<file path="src/rtl/deskew_seq.sv">
module deskew_seq #(
  parameter int NPIN      = 4,
  parameter int EN_CRS_W  = 2,
  parameter int EN_FINE_W = 3,
  parameter int DQ_W      = 4,
  parameter int DQS_W     = 4,
  parameter int SET_W     = 8,
  localparam int PIN_W = (NPIN > 1) ? $clog2(NPIN) : 1,
  localparam int EN_W  = EN_CRS_W + EN_FINE_W,
  localparam int VW    = (EN_W > DQ_W) ? ((EN_W > DQS_W) ? EN_W : DQS_W)
                                       : ((DQ_W > DQS_W) ? DQ_W : DQS_W)
) (
  input  logic             clk,
  input  logic             rst_n,
  input  logic             start,
  input  logic [SET_W-1:0] settle_cycles,
  output logic             cfg_we,
  output logic [1:0]       cfg_knob,
  output logic [PIN_W-1:0] cfg_pin,
  output logic [VW-1:0]    cfg_val,
  output logic             probe_req,
  input  logic             cmp_valid,
  input  logic [NPIN-1:0]  cmp_pass,
  output logic             busy,
  output logic             cal_done,
  output logic             cal_err,
  output logic [1:0]       err_code
);

  localparam logic [VW-1:0] EN_TOP  = VW'((1 << EN_W) - 1);
  localparam logic [VW-1:0] DQ_TOP  = VW'((1 << DQ_W) - 1);
  localparam logic [VW-1:0] DQS_TOP = VW'((1 << DQS_W) - 1);
  localparam logic [PIN_W-1:0] LAST_PIN = PIN_W'(NPIN - 1);

  typedef enum logic [2:0] {S_IDLE, S_WR, S_SETTLE, S_PROBE, S_WAIT, S_APPLY} st_t;

  st_t              st;
  logic [1:0]       knob;
  logic [PIN_W-1:0] pin;
  logic [VW-1:0]    cur;
  logic [SET_W-1:0] cnt;
  logic [VW:0]      run_len, best_len;
  logic [VW-1:0]    run_first, best_first, best_last;
  logic             done_q, err_q;
  logic [1:0]       code_q;

  logic          hit, last_step, better;
  logic [VW-1:0] next_val, run_first_n, centre;
  logic [VW:0]   run_len_n, best_len_n, csum;

  assign hit         = (knob == 2'd1) ? cmp_pass[pin] : &cmp_pass;
  assign last_step   = (knob == 2'd2) ? (cur == '0)
                     : (cur == ((knob == 2'd0) ? EN_TOP : DQ_TOP));
  assign next_val    = (knob == 2'd2) ? cur - 1'b1 : cur + 1'b1;
  assign run_len_n   = hit ? run_len + 1'b1 : '0;
  assign run_first_n = (run_len == '0) ? cur : run_first;
  assign better      = hit && (run_len_n > best_len);
  assign best_len_n  = better ? run_len_n : best_len;
  assign csum        = {1'b0, best_first} + {1'b0, best_last};
  assign centre      = csum[VW:1];

  assign busy      = (st != S_IDLE);
  assign cfg_we    = (st == S_WR) || (st == S_APPLY);
  assign cfg_val   = (st == S_APPLY) ? centre : cur;
  assign cfg_knob  = knob;
  assign cfg_pin   = pin;
  assign probe_req = (st == S_PROBE);
  assign cal_done  = done_q;
  assign cal_err   = err_q;
  assign err_code  = code_q;

  always_ff @(posedge clk or negedge rst_n) begin
    if (!rst_n) begin
      st         <= S_IDLE;
      knob       <= '0;
      pin        <= '0;
      cur        <= '0;
      cnt        <= '0;
      run_len    <= '0;
      run_first  <= '0;
      best_len   <= '0;
      best_first <= '0;
      best_last  <= '0;
      done_q     <= 1'b0;
      err_q      <= 1'b0;
      code_q     <= '0;
    end else begin
      case (st)
        S_IDLE: if (start) begin
          knob     <= '0;
          pin      <= '0;
          cur      <= '0;
          run_len  <= '0;
          best_len <= '0;
          done_q   <= 1'b0;
          err_q    <= 1'b0;
          code_q   <= '0;
          st       <= S_WR;
        end
        S_WR: begin
          cnt <= settle_cycles;
          st  <= S_SETTLE;
        end
        S_SETTLE: begin
          if (cnt == '0) st <= S_PROBE;
          else cnt <= cnt - 1'b1;
        end
        S_PROBE: st <= S_WAIT;
        S_WAIT: if (cmp_valid) begin
          run_len <= run_len_n;
          if (hit) run_first <= run_first_n;
          if (better) begin
            best_len   <= run_len_n;
            best_first <= run_first_n;
            best_last  <= cur;
          end
          if (!last_step) begin
            cur <= next_val;
            st  <= S_WR;
          end else if (best_len_n == '0) begin
            err_q  <= 1'b1;
            code_q <= knob + 2'd1;
            st     <= S_IDLE;
          end else begin
            st <= S_APPLY;
          end
        end
        S_APPLY: begin
          run_len  <= '0;
          best_len <= '0;
          if (knob == 2'd1 && pin != LAST_PIN) begin
            pin <= pin + 1'b1;
            cur <= '0;
            st  <= S_WR;
          end else if (knob == 2'd2) begin
            done_q <= 1'b1;
            st     <= S_IDLE;
          end else begin
            knob <= knob + 2'd1;
            pin  <= '0;
            cur  <= (knob == 2'd1) ? DQS_TOP : '0;
            st   <= S_WR;
          end
        end
        default: st <= S_IDLE;
      endcase
    end
  end

endmodule

</file>
<file path="config.mk">
export PLATFORM = sky130hd
export DESIGN_NAME = deskew_seq
export DESIGN_NICKNAME = d
export VERILOG_FILES = /design/src/rtl/deskew_seq.sv
export SDC_FILE = /design/constraint.sdc
export NUM_CORES = 1
export LEC_CHECK = 0
export ABC_AREA = 0
export CAP_MARGIN = 20
export CORE_UTILIZATION = 57
export DETAILED_ROUTE_END_ITERATION = 10
export HOLD_SLACK_MARGIN = 0.02
export PLACE_DENSITY = 0.83
export RECOVER_POWER = 50
export SYNTH_ARGS = -nofsm -noshare
export SYNTH_HDL_FRONTEND = slang
export SYNTH_SLANG_ARGS = --single-unit
</file>
<file path="constraint.sdc">
create_clock -name clk -period 4.5 [get_ports clk]
set_clock_uncertainty 0.05 [all_clocks]
set_input_delay 0.9 -clock clk [delete_from_list [all_inputs] [get_ports clk]]
set_output_delay 0.9 -clock clk [all_outputs]
set_load 0.02 [all_outputs]
</file>
==> metrics.md <==
| Metric | Value |
|---|---|
| Status | complete, but fails checks |
| Failing checks | max-capacitance violations, max-slew violations |
| Initial Utilization | between 50 and 60% |
| Synth area leader | dfrtp_1 |
| Comb pwr share | 44.7% |
| H-tree depth | 2 |
| Final ANT Viol Nets | 0 |
| Worst hold start | run_first[4] |
| Leakage | roughly 1.7 nW |
| Worst-path clk slew | around 0.10 ns |
| Ys Warns | 0 |
| Reg2Reg Setup Slack | ~0.86 ns |
| Layout cell share with drive strength beyond 1 | between 6 and 7% |
| Syn_nets | 412 |
| DRC violations left | 0 |
| Area of the core | between 0.005 and 0.006 mm² |
| Async SR Flop Fraction | between 90% and 100% |
| Routed WL per cell | about 14 µm |
| Gr ovfl total | 0 |
| Setup Buffers After CTS | 0 |
| Post-synth EDFFs | 0 |
| Register bit total from synthesis | between 50 and 60 |
| Via count | about 2800 |
| Die height | 77.5 µm |
| RSZ-0062 raised after global routing | no |
| Total Power | ~1.9 mW |
| Number of max-cap violations | 1 |
| Largest net degree at the start of global routing | 32 |
| Hold Path End | run_first[4] |
| Final setup TNS | 0 ns |
| Die area | approximately 0.006 mm² |
| Initial DRT Pass Iterations | 4 |
| PostCTS Resize Cnt | 0 |
| IO buf count | 31 |
| Filler Cell Count | ~440 |
| Fin. max-slew vios | 32 |
| Hold Path Class | flop to flop |
| HPWL after DPL | slightly above 5000 µm |
| Fin crit period | 4.13 ns |
| Top cells by area, synth | dfrtp_1 39%, ha_1 7.3%, o21ai_0 6.5% |
| Global-route wire length before repair | 11700 µm |
| CTS root buf | clkbuf_8 |
| Initial antenna violation count | 0 |
| CTS Buffer Depth | 2 |
| Ys flop type | dfrtp_1 |
| GRT Total Usage | between 20% and 30% |
| Ant. Diodes | 0 |
| CTS Buf Count | 5 |
| Final critical-path share of the clock period | 91.8% |
| Worst-margin pin slew | ~1.6 ns |
| Via/cell ratio | 5.83 |
| RR Endpoint | st[0] |
| Crit Path Class | primary input to flop |
| Clock power frac | around 17% |
| Clk sinks | 51 |
| Top-level port count | 32 |
| Area taken by multi-input logic gates | approximately 0.0018 mm² |
| Register share of total power | around 38% |
| Final hold violation count | 0 |
| Power density cells | between 500 and 600 mW/mm² |
| Setup violators final | 0 |
| Sequential fraction of the synthesis area | approximately 40% |
| Net Sw Frac | ~42% |
| Worst setup SP type | primary input |
| Post-synth design cell area | 0.00325 mm² |
| Skew-Pair Late Insertion Delay | around 0.31 ns |
| Worst EP arrival | between 4 and 5 ns |
| Layout Nets | between 400 and 500 |
| CTS hold repair buffers | 0 |
| Final GP Congestion | 0.926 |
| Die width | just under 80 µm |
| Drt total wl | around 6700 µm |
| Number of global-route vias before repair | between 2000 and 3000 |
| Synthesized netlist cell count | between 300 and 400 |
| WHS Path Cells | 2 |
| Reg2reg path depth | 12 |
| Fmax | approximately 240 MHz |
| Synth top area share | between 30% and 40% |
| Critical Path RT | ~4.6 ns |
| Crit path capture type | flop |
| CTS tree | built |
| Post-synth cell types | 54 |
| Reg-to-reg startpoint | cfg_pin[0] |
| Drt initial violations | 242 |
| Maximum vdd drop | 453 µV |
| Rel. slew slack | -8.86% |
| Area growth, synth to finish | 13.9% |
| Register area | approximately 0.0013 mm² |
| Num rows | 27 |
| NetSw | between 0.7 and 0.8 mW |
| Syn_area_per_cell | between 8 and 9 µm² |
| P_int | around 1.1 mW |
| CP max FO | 9 |
==> how the worst max path moves through the flow <==
stage | from | slack (ns) | cells past startpoint | end
6_report | cmp_pass[3] | 0.37 | 13 | st[0]
5_1_grt | cmp_pass[3] | 0.17 | 13 | st[0]
4_1_cts | cmp_pass[3] | 0.37 | 13 | st[0]
3_5_place_dp | cmp_pass[3] | 0.11 | 13 | st[0]
3_3_place_gp | cmp_pass[3] | 0.22 | 13 | st[0]
2_1_floorplan | cmp_pass[3] | 0.79 | 12 | st[0]
==> flip-flops by register name, indices dropped and copies added, names as in the netlist <==
signal      flops
cur             5
cal_done        1
cnt             8
cfg_pin         2
run_first       5
err_code        2
run_len         6
best_first      5
cfg_knob        2
best_last       5
st              3
best_len        6
cal_err         1
==> through the flow <==
step / hold WS, ns / cells / area (µm²) / setup slack [ns] / util [%]
2_1_floorplan: 0.399 / 375 / 3250 / 0.794 / -
4_1_cts: 0.447 / 473 / 3720 / 0.374 / 67.6
3_3_place_gp: 0.414 / 464 / 3590 / 0.218 / 65.1
6_report: 0.441 / 473 / 3700 / 0.367 / 67.2
3_5_place_dp: 0.428 / 465 / 3610 / 0.113 / 65.5
5_1_grt: 0.474 / 473 / 3700 / 0.173 / 67.2
==> metal layers <==
layer	global-route usage (%)	vias up	wire, µm	part of all wire (%)
met4	7.17	0	90	1.3
met5	0	-	0	0
met2	40.6	70	3240	48
li1	-	1360	-	-
met3	4.00	9	276	4.1
met1	33.2	1320	3110	46
==> kinds of logic (layout without fill, tap and decap cells) <==
| kind of cell | count (synthesis) | after routing | share of synthesized area (%) |
|---|---|---|---|
| flip-flops | 51 | 51 | 39.3 |
| multiplexers | 14 | 14 | 4.97 |
| XOR/XNOR | 16 | 16 | 4.31 |
| AO/OA/AOI/OAI | 111 | 111 | 20.5 |
| buffers and inverters | 37 | 63 | 4.54 |
| adder cells (fa/ha/maj) | 22 | 22 | 8.86 |
| AND/OR/NAND/NOR | 124 | 124 | 17.5 |
==> placed cells by master, fill, tap and decap left out, types with 2 or more instances in the layout <==
cell              n
a211oi_1          3
a21o_1            3
a21o_2            2
a21oi_1          34
a31oi_1           4
and2_1            3
and3_1            3
clkbuf_1          2
clkbuf_8          5
clkdlybuf4s50_1  29
dfrtp_1          51
fa_1              2
ha_1             19
inv_1            22
mux2_2            7
mux2i_1           6
nand2_1          44
nand2b_1          2
nand3_1           6
nor2_1           38
nor3_1           11
nor3b_1           3
nor4_1            3
o2111ai_1         2
o21ai_0          42
o21bai_1          2
o22ai_1           2
o31a_1            3
o31ai_1           3
or4_1             2
xnor2_1           9
xor2_1            7
==> Yosys cell counts (2+ instances only) <==
cell type,n
dfrtp_1,51
nand2_1,44
o21ai_0,42
nor2_1,38
a21oi_1,34
inv_1,22
ha_1,19
clkbuf_1,12
nor3_1,11
xnor2_1,9
mux2_2,7
xor2_1,7
mux2i_1,6
nand3_1,6
a31oi_1,4
a211oi_1,3
a21o_1,3
and2_1,3
and3_1,3
nor3b_1,3
nor4_1,3
o31a_1,3
o31ai_1,3
a21o_2,2
buf_4,2
fa_1,2
nand2b_1,2
o2111ai_1,2
o21bai_1,2
o22ai_1,2
or4_1,2
==> area by class of cell <==
cell class,count,area share (%)
Clock buffer,5,1.86
Clock inverter,3,1.25
Inverter,22,2.23
Multi-Input combinational cell,287,49.2
Sequential cell,51,34.5
Tap cell,72,2.43
Timing Repair Buffer,33,8.52
==> critical path, stage by stage <==
cell,delay [ns]
clkdlybuf4s50_1,0.42
mux4_2,0.50
nand2_2,0.16
nor2_1,0.07
ha_1,0.30
and3b_1,0.17
a211oi_1,0.06
o31ai_1,0.22
o2111ai_1,0.14
a221o_2,0.46
mux2i_1,0.17
a2111oi_0,0.59
a2111oi_2,0.10
==> power groups by stage <==
stage	logic, mW	clock network (mW)	registers [mW]
5_1_grt	0.949	0.351	0.738
4_1_cts	0.845	0.332	0.711
3_3_place_gp	0.807	0	0.716
2_1_floorplan	0.660	0	0.653
6_report	0.841	0.326	0.714
3_5_place_dp	0.836	0	0.721
Power figures use the tool's default switching activity.
